[src/rtl/pinctl_pkg.sv]
package pinctl_pkg;

  localparam int WORD_W   = 32;
  localparam int MODE_W   = 4;
  localparam int FUNC_W   = 3;
  localparam int PAD_W    = 6;
  localparam int FLAG_BIT = 24;
  localparam int LOCK_BIT = 15;
  localparam int MODE_LSB = 16;
  localparam int FUNC_LSB = 8;

  typedef logic [MODE_W-1:0] mode_t;

  // DMA request modes: edge sensing only
  function automatic logic is_dma_mode(mode_t m);
    return (m == 4'd1) || (m == 4'd2) || (m == 4'd3);
  endfunction

  // interrupt modes: levels 8/12, edges 9..11
  function automatic logic is_irq_mode(mode_t m);
    return (m >= 4'd8) && (m <= 4'd12);
  endfunction

  function automatic logic edge_match(mode_t m, logic prev, logic cur);
    logic rise;
    logic fall;
    rise = cur & ~prev;
    fall = prev & ~cur;
    case (m)
      4'd1, 4'd9:  return rise;
      4'd2, 4'd10: return fall;
      4'd3, 4'd11: return rise | fall;
      default:     return 1'b0;
    endcase
  endfunction

  function automatic logic level_match(mode_t m, logic cur);
    case (m)
      4'd8:    return ~cur;
      4'd12:   return cur;
      default: return 1'b0;
    endcase
  endfunction

  // pad settings packed as {drive, odrain, filter, slew, pull_en, pull_up}
  function automatic logic [PAD_W-1:0] pad_from_word(logic [WORD_W-1:0] w);
    return {w[6], w[5], w[4], w[2], w[1], w[0]};
  endfunction

  function automatic logic [WORD_W-1:0] compose_word(logic flag, mode_t mode, logic lock,
                                                     logic [FUNC_W-1:0] func,
                                                     logic [PAD_W-1:0] pad);
    logic [WORD_W-1:0] w;
    w = '0;
    w[FLAG_BIT] = flag;
    w[MODE_LSB +: MODE_W] = mode;
    w[LOCK_BIT] = lock;
    w[FUNC_LSB +: FUNC_W] = func;
    w[6:4] = pad[5:3];
    w[2:0] = pad[2:0];
    return w;
  endfunction

endpackage

[src/rtl/pinctl_sync.sv]
module pinctl_sync #(
  parameter int STAGES = 2
) (
  input  logic clk,
  input  logic rst_n,
  input  logic d,
  output logic q
);
  logic [STAGES-1:0] chain;

  always_ff @(posedge clk or negedge rst_n) begin
    if (!rst_n) chain <= '0;
    else        chain <= {chain[STAGES-2:0], d};
  end

  assign q = chain[STAGES-1];
endmodule

[src/rtl/pinctl_detect.sv]
module pinctl_detect
  import pinctl_pkg::*;
(
  input  logic  clk,
  input  logic  rst_n,
  input  logic  sample,
  input  mode_t mode,
  output logic  edge_hit,
  output logic  level_hit
);
  logic prev_q;

  always_ff @(posedge clk or negedge rst_n) begin
    if (!rst_n) prev_q <= 1'b0;
    else        prev_q <= sample;
  end

  assign edge_hit  = edge_match(mode, prev_q, sample);
  assign level_hit = level_match(mode, sample);
endmodule

[src/rtl/pinctl_pin.sv]
module pinctl_pin
  import pinctl_pkg::*;
#(
  parameter int SYNC_STAGES = 2
) (
  input  logic              clk,
  input  logic              rst_n,
  input  logic              pin_raw,
  input  logic              wr_en,
  input  logic [WORD_W-1:0] wdata,
  input  logic              dma_done,
  output logic [WORD_W-1:0] rd_word,
  output logic [PAD_W-1:0]  pad_attr,
  output logic [FUNC_W-1:0] func_sel,
  output logic              flag,
  output logic              lock,
  output logic              set_ev,
  output logic              clr_ev,
  output logic              irq_src,
  output logic              dma_req,
  output logic              dma_mode
);
  logic [PAD_W-1:0]  pad_q;
  logic [FUNC_W-1:0] func_q;
  logic              lock_q;
  mode_t             mode_q;
  logic              flag_q;
  logic              sync_s;
  logic              edge_hit;
  logic              level_hit;
  logic              clr_by_sw;
  logic              clr_by_dma;

  pinctl_sync #(.STAGES(SYNC_STAGES)) u_sync (
    .clk(clk), .rst_n(rst_n), .d(pin_raw), .q(sync_s)
  );

  pinctl_detect u_det (
    .clk(clk), .rst_n(rst_n), .sample(sync_s), .mode(mode_q),
    .edge_hit(edge_hit), .level_hit(level_hit)
  );

  // configuration: low half frozen by lock, mode always writable
  always_ff @(posedge clk or negedge rst_n) begin
    if (!rst_n) begin
      pad_q  <= '0;
      func_q <= '0;
      lock_q <= 1'b0;
      mode_q <= '0;
    end else if (wr_en) begin
      mode_q <= wdata[MODE_LSB +: MODE_W];
      if (!lock_q) begin
        pad_q  <= pad_from_word(wdata);
        func_q <= wdata[FUNC_LSB +: FUNC_W];
        lock_q <= wdata[LOCK_BIT];
      end
    end
  end

  assign dma_mode   = is_dma_mode(mode_q);
  assign clr_by_sw  = wr_en & wdata[FLAG_BIT];
  assign clr_by_dma = dma_done & dma_mode;
  assign clr_ev     = clr_by_sw | clr_by_dma;
  // an edge beats a clear; a level returns one cycle after a clear
  assign set_ev     = edge_hit | (level_hit & ~clr_ev);

  always_ff @(posedge clk or negedge rst_n) begin
    if (!rst_n) flag_q <= 1'b0;
    else        flag_q <= set_ev | (flag_q & ~clr_ev);
  end

  assign flag     = flag_q;
  assign lock     = lock_q;
  assign pad_attr = pad_q;
  assign func_sel = func_q;
  assign irq_src  = flag_q & is_irq_mode(mode_q);
  assign dma_req  = flag_q & dma_mode;
  assign rd_word  = compose_word(flag_q, mode_q, lock_q, func_q, pad_q);
endmodule

[src/rtl/pinctl_bank.sv]
module pinctl_bank
  import pinctl_pkg::*;
#(
  parameter int NUM_PINS    = 4,
  parameter int SYNC_STAGES = 2,
  localparam int SEL_W      = (NUM_PINS > 1) ? $clog2(NUM_PINS) : 1
) (
  input  logic                      clk,
  input  logic                      rst_n,
  input  logic                      reg_wr,
  input  logic [SEL_W-1:0]          reg_sel,
  input  logic [WORD_W-1:0]         reg_wdata,
  output logic [WORD_W-1:0]         reg_rdata,
  input  logic [NUM_PINS-1:0]       pin_in,
  input  logic [NUM_PINS-1:0]       dma_done,
  output logic                      irq,
  output logic [NUM_PINS-1:0]       dma_req,
  output logic [NUM_PINS*PAD_W-1:0] pad_attr,
  output logic [NUM_PINS*FUNC_W-1:0] func_sel
);
  logic [WORD_W-1:0]   words [NUM_PINS];
  logic [NUM_PINS-1:0] flag_vec;
  logic [NUM_PINS-1:0] lock_vec;
  logic [NUM_PINS-1:0] set_vec;
  logic [NUM_PINS-1:0] clr_vec;
  logic [NUM_PINS-1:0] irq_src_vec;
  logic [NUM_PINS-1:0] dma_mode_vec;

  for (genvar i = 0; i < NUM_PINS; i++) begin : g_pin
    logic wr_hit;
    assign wr_hit = reg_wr && (reg_sel == SEL_W'(i));

    pinctl_pin #(.SYNC_STAGES(SYNC_STAGES)) u_pin (
      .clk      (clk),
      .rst_n    (rst_n),
      .pin_raw  (pin_in[i]),
      .wr_en    (wr_hit),
      .wdata    (reg_wdata),
      .dma_done (dma_done[i]),
      .rd_word  (words[i]),
      .pad_attr (pad_attr[i*PAD_W +: PAD_W]),
      .func_sel (func_sel[i*FUNC_W +: FUNC_W]),
      .flag     (flag_vec[i]),
      .lock     (lock_vec[i]),
      .set_ev   (set_vec[i]),
      .clr_ev   (clr_vec[i]),
      .irq_src  (irq_src_vec[i]),
      .dma_req  (dma_req[i]),
      .dma_mode (dma_mode_vec[i])
    );
  end

  always_comb begin
    reg_rdata = '0;
    for (int k = 0; k < NUM_PINS; k++)
      if (reg_sel == SEL_W'(k)) reg_rdata = words[k];
  end

  assign irq = |irq_src_vec;
endmodule

[config.mk]
export PLATFORM = sky130hd
export DESIGN_NAME = pinctl_bank
export DESIGN_NICKNAME = d
export VERILOG_FILES = /design/src/rtl/pinctl_pkg.sv /design/src/rtl/pinctl_sync.sv /design/src/rtl/pinctl_detect.sv /design/src/rtl/pinctl_pin.sv /design/src/rtl/pinctl_bank.sv
export SDC_FILE = /design/constraint.sdc
export NUM_CORES = 1
export LEC_CHECK = 0
export BUFFER_PORTS_ARGS = -buffer_cell sky130_fd_sc_hd__buf_2
export CORE_ASPECT_RATIO = 1.2
export CORE_MARGIN = 4
export CORE_UTILIZATION = 51
export DETAILED_ROUTE_END_ITERATION = 16
export HOLD_SLACK_MARGIN = 0.03
export PLACE_DENSITY = 0.92
export SLEW_MARGIN = 20
export SYNTH_ARGS = -nofsm -noshare
export SYNTH_HDL_FRONTEND = slang
export SYNTH_SLANG_ARGS = --single-unit
[constraint.sdc]
create_clock -name clk -period 1.6 [get_ports clk]
set_clock_uncertainty 0.05 [all_clocks]
set_input_delay 0.24 -clock clk [delete_from_list [all_inputs] [get_ports clk]]
set_output_delay 0.24 -clock clk [all_outputs]
set_load 0.005 [all_outputs]
==> metrics.yaml, run 1 <==
finish:
  drive_gt1_frac: 0.571
  fin_cells: 514
  final_nets: 476
  design_area_mm2: 0.00484
  area_delta_synth_final_pct: 34.0
  n_antenna_cell: 0
placed_design:
  post-dp-hpwl_um: 5830
  place.port_buffers: 83
  post-place-cells: 447
  place_area_mm2: 0.00416
  gp_congestion: 0.864
setup_path:
  critPathKind: "flop to primary output"
  cp-start-kind: "flop"
  cp_slowest_cell: "mux4_2"
  cp_cell_sequence: "mux4_2, buf_2"
  cp_top_family: "multiplexers"
  critPathMaxFanout: 5
  max_stage_delay_ps: 500
  crit_buf_inv: 1
  end_kind: "primary output"
  required_ps: 1310
  crit_arrival_ps: 1440
clock_tree:
  cts_sinks: 72
  cts-htree-levels: 3
  clk_pin_slew_ps: 80
  clockRootBuffer: "clkbuf_8"
  cts_tree: "built"
  clock_latency_ps: 350
  cts.path.max_buffers: 2
  numCtsBuffers: 9
logic_synthesis:
  synth_area_leaders: "dfrtp_1 50%, mux2_2 11%, mux4_2 6.2%"
  postSynth.asyncResetShare: 1.00
  yosysUniqueCellTypes: 33
  syn_inst: 274
  yosysSeqAreaShare: 0.499
  synth_top_cell_by_area: "dfrtp_1"
  syn_area_per_cell_um2: 13.2
  synth_edf_count: 0
  synth_top_area_share: 0.499
  ys.flop_type: "dfrtp_1"
  ys_seq_elements: 72
  synth.most_common_cell: "dfrtp_1"
  synth_area_mm2: 0.00361
  synthTopCellsByCount: "72 x dfrtp_1, 35 x mux2_2, 29 x nand2_1, 22 x buf_4, 13 x inv_1"
  yosys_warnings: 0
grt:
  grtUsageTotal: 0.222
  antenna_found_initial: 0
  grt_pass1_vias: 3035
  grt_pass1_wl_um: 14400
  grt_max_degree: 73
  globalRoute.totalOverflow: 0
floorplan:
  coreArea_mm2: 0.00685
  fp-row-count: 33
  pin_count: 118
  die_w_um: 84.8
  start_util: 0.527
  die_y_um: 100
  die_area_mm2: 0.00850
pwr:
  total_power_mw: 6.62
  cellLeakagePower_nw: 2.40
  peakVddDrop_v: 0.000998
  power_density_mw_per_mm2: 1370
route:
  route.detailed.drc: 0
  dr.pass1.iters: 4
  wl_per_cell_um: 18.0
  num_vias: 2779
  antenna_left: 0
  drt_iter0_markers: 120
  wl_um: 9230
  vias_per_cell: 5.41
sta:
  finalCritPeriodShare: 1.08
  rsz0062_at_grt: "true"
  fin_ws_ps: -130
  finalHoldViolations: 0
  fin_crit_ps: 1730
  whs_ps: 90.0
  fmax_mhz: 578
  finalSetupViolCount: 19
  setup_tns_ps: -1250
  drv_slew: 0
min_path:
  hold_class: "primary input to flop"
job:
  maxCapViolations: 0
status:
  violations: "setup timing"
  status: "finished with violations"
[where the power goes]
group / internal [mW] / total [mW] / switching, mW / leakage [nW]
combinational: 1.46 / 2.35 / 0.885 / 1.46
clock: 0.863 / 1.55 / 0.685 / 0.101
sequential: 2.31 / 2.72 / 0.416 / 0.838
total: 4.64 / 6.62 / 1.99 / 2.40
[final cells by class]
cell class,instances,area [um2]
Fill cell,479,2010
Sequential cell,72,1820
Multi-Input combinational cell,176,1640
Timing Repair Buffer,151,1020
Clock buffer,9,124
Tap cell,87,109
Clock inverter,6,85.1
Inverter,13,48.8
[tightest hold or removal path, stage by stage]
cell	delay (ps)
buf_2	120
nand2_1	50
nand2_1	50
[cells by family (layout without fill, tap and decap cells)]
family | after synthesis | in the layout | share of synthesized area
multiplexers | 63 | 63 | 0.256
XOR/XNOR | 4 | 4 | 0.00969
flip-flops | 72 | 72 | 0.499
buffers and inverters | 42 | 179 | 0.0738
AO/OA/AOI/OAI | 24 | 24 | 0.0429
other | 1 | 17 | 0.00104
adder cells (fa/ha/maj) | 8 | 8 | 0.0277
AND/OR/NAND/NOR | 60 | 60 | 0.0900
[worst paths after layout]
check | depth (start not counted) | slack (ps) | endpoint | start
worst max-delay path | 2 | -130 | reg_rdata[16] | g_pin[1].u_pin.mode_q[0]
worst min-delay path | 3 | 90 | g_pin[2].u_pin.mode_q[0] | reg_wdata[16]
worst max register to register | 6 | 130 | g_pin[1].u_pin.flag | g_pin[1].u_pin.mode_q[2]
worst min register to register | 0 | 310 | g_pin[3].u_pin.u_sync.chain[1] | g_pin[3].u_pin.u_sync.chain[0]
max in group asynchronous | 3 | 760 | g_pin[1].u_pin.mode_q[2] | rst_n
min in group asynchronous | 3 | 380 | g_pin[1].u_pin.func_sel[0] | rst_n
[cells in the final DEF, fill, tap and decap left out, drive strengths merged, types with 9 or more instances in the layout]
cell    Yosys  layout
mux4       15      15
nor2       11      11
dfrtp      72      72
conb        1      17
buf        28     146
inv        13      13
nand2      29      29
clkbuf      1       9
mux2       44      44
[registers in the layout, summed over array words and instances, names as in the netlist]
name	flops
g_pin.u_pin.flag	4
g_pin.u_pin.func_sel	12
g_pin.u_pin.lock	4
g_pin.u_pin.mode_q	16
g_pin.u_pin.pad_attr	24
g_pin.u_pin.u_det.prev_q	4
g_pin.u_pin.u_sync.chain	8
[repair_timing]
action	CTS	global route
endpoints found under the hold margin	76	0
pin swaps	0	4
endpoints found under the setup margin	20	20
gates resized for setup	17	17
hold buffers	5	0
buffers inserted	38	9
[per-layer routing]
metal,share of wire,GRT usage
met5,0,0
met4,0.022,0.104
met3,0.090,0.0780
met2,0.52,0.378
met1,0.37,0.250
[through the flow]
| step | setup slack, ps | util |
|---|---|---|
| 6_report | -130 | 0.706 |
| 2_1_floorplan | 79.2 | - |
| 3_3_place_gp | 19.9 | 0.607 |
| 3_5_place_dp | -3.76 | 0.607 |
| 4_1_cts | -115 | 0.687 |
| 5_1_grt | -159 | 0.706 |
Note: power is estimated with default switching activity, not from simulation.
==> inputs of run 2 (changes only) <==
Settings changed: CTS_BUF_LIST set to sky130_fd_sc_hd__clkbuf_16.
==> metrics.yaml, run 2 (same netlist as run 1, synthesis figures left out) <==
clock_tree:
  cts-htree-levels: 3
  cts_sinks: 72
  cts.path.max_buffers: 2
  numCtsBuffers: 9
  clk_pin_slew_ps: 50
  clock_latency_ps: 330
  clockRootBuffer: "clkbuf_16"
  cts_tree: "built"
sta:
  finalSetupViolCount: 17
  fin_crit_ps: 1700
  rsz0062_at_grt: "true"
  drv_slew: 0
  fmax_mhz: 588
  finalHoldViolations: 0
  setup_tns_ps: -756
  whs_ps: 112
  finalCritPeriodShare: 1.06
  fin_ws_ps: -101
setup_path:
  critPathMaxFanout: 5
  critPathKind: "flop to primary output"
  setup.worst_path.start: "g_pin[1].u_pin.mode_q[0]"
  required_ps: 1310
  crit_arrival_ps: 1410
  reg2reg_from: "g_pin[1].u_pin.mode_q[2]"
  rr_worst_depth: 6
  r2r_slack_ps: 150
  end_kind: "primary output"
  endpoint: "reg_rdata[16]"
  timing.rr.end: "g_pin[1].u_pin.flag"
  cp-start-kind: "flop"
floorplan:
  pin_count: 118
  die_w_um: 84.8
  die_area_mm2: 0.00850
  coreArea_mm2: 0.00685
  die_y_um: 100
  fp-row-count: 33
  start_util: 0.527
grt:
  grt.busiest_layer: "met2"
  use_met2: 0.390
  grt_pass1_wl_um: 14500
  grt_pass1_vias: 3012
  grtUsageTotal: 0.222
  grt_util_met3: 0.0673
  grt_max_degree: 73
  antenna_found_initial: 0
  globalRoute.totalOverflow: 0
  grtUsageMet1: 0.246
finish:
  fillers: 476
  fin_cells: 507
  largest_reg_flops: 24
  final_nets: 469
  final_cell_mix: "81 x buf_2, 61 x dfrtp_1, 51 x buf_4"
  final_core_util: 0.708
  mostFrequentLayoutCell: "buf_2"
  drive_gt1_frac: 0.560
  n_antenna_cell: 0
  area_delta_synth_final_pct: 34.3
status:
  status: "finished with violations"
  violations: "setup timing"
route:
  route.detailed.drc: 0
  wl_per_cell_um: 17.8
  drt_iter0_markers: 84
  dr.pass1.iters: 5
  wl_um: 9050
  vias_per_cell: 5.40
  antenna_left: 0
  num_vias: 2738
pwr:
  total_power_mw: 7.07
  pwr-share-seq: 0.384
  swShare: 0.282
  clockPowerShare: 0.295
  power_density_mw_per_mm2: 1460
  switching_power_mw: 2.00
  p_int_mw: 5.07
  cellLeakagePower_nw: 2.41
  p_comb_frac: 0.321
  peakVddDrop_v: 0.000929
min_path:
  hold_class: "primary input to flop"
  min_path_cells: 3
placed_design:
  gp_congestion: 0.864
  place.port_buffers: 83
  post-dp-hpwl_um: 5830
  post-place-cells: 447
job:
  maxCapViolations: 0
## run 2: worst min path at each step
stage                  start                         end  slack [ps]
2_1_floorplan          rst_n         g_pin[0].u_pin.flag        -110
3_3_place_gp           rst_n  g_pin[2].u_pin.func_sel[0]         240
3_5_place_dp           rst_n  g_pin[1].u_pin.func_sel[0]         250
4_1_cts        reg_wdata[16]    g_pin[1].u_pin.mode_q[0]         110
5_1_grt         reg_wdata[8]  g_pin[3].u_pin.func_sel[0]         130
6_report       reg_wdata[16]    g_pin[2].u_pin.mode_q[0]         110
## run 2: timing repair
item,4_1_cts,5_1_grt
resized for setup,18,8
hold endpoints to repair,76,0
buffers inserted,33,7
hold buffers,5,0
setup endpoints to repair,19,20
## run 2: layout make-up
class / count / area, um2 / share of cell area
repair buffers: 144 / 961 / 0.198
inverters: 13 / 48.8 / 0.0101
flip-flops and latches: 72 / 1820 / 0.374
multi-input cells: 176 / 1610 / 0.332
clock buffers: 9 / 225 / 0.0464
well taps: 87 / 109 / 0.0224
clock inverters: 6 / 85.1 / 0.0175
## run 2: metal layers
layer	routed length (um)	up-vias	share of wire
met5	0	-	0
met4	211	0	0.023
met3	721	20	0.080
met2	4720	121	0.52
met1	3400	1380	0.38
li1	-	1217	-
## run 2: power by group through the flow
stage | combinational, mW | sequential (mW) | clock [mW]
final | 2.27 | 2.72 | 2.08
after detailed placement | 1.71 | 2.77 | 0
after CTS | 2.16 | 2.69 | 2.11
after floorplan | 0.978 | 2.69 | 0
after global placement | 1.63 | 2.73 | 0
after global routing | 2.46 | 2.78 | 2.18
## run 2: per-stage QoR
stage | setup slack (ps) | cell area (um2)
4_1_cts | -89.8 | 4780
2_1_floorplan | 79.2 | 3670
5_1_grt | -138 | 4850
3_3_place_gp | 19.9 | 4160
3_5_place_dp | -3.76 | 4160
6_report | -101 | 4850
## run 2: critical path, stage by stage (launching register included)
cell,delay [ps]
dfrtp_2,450
mux4_2,490
buf_2,140
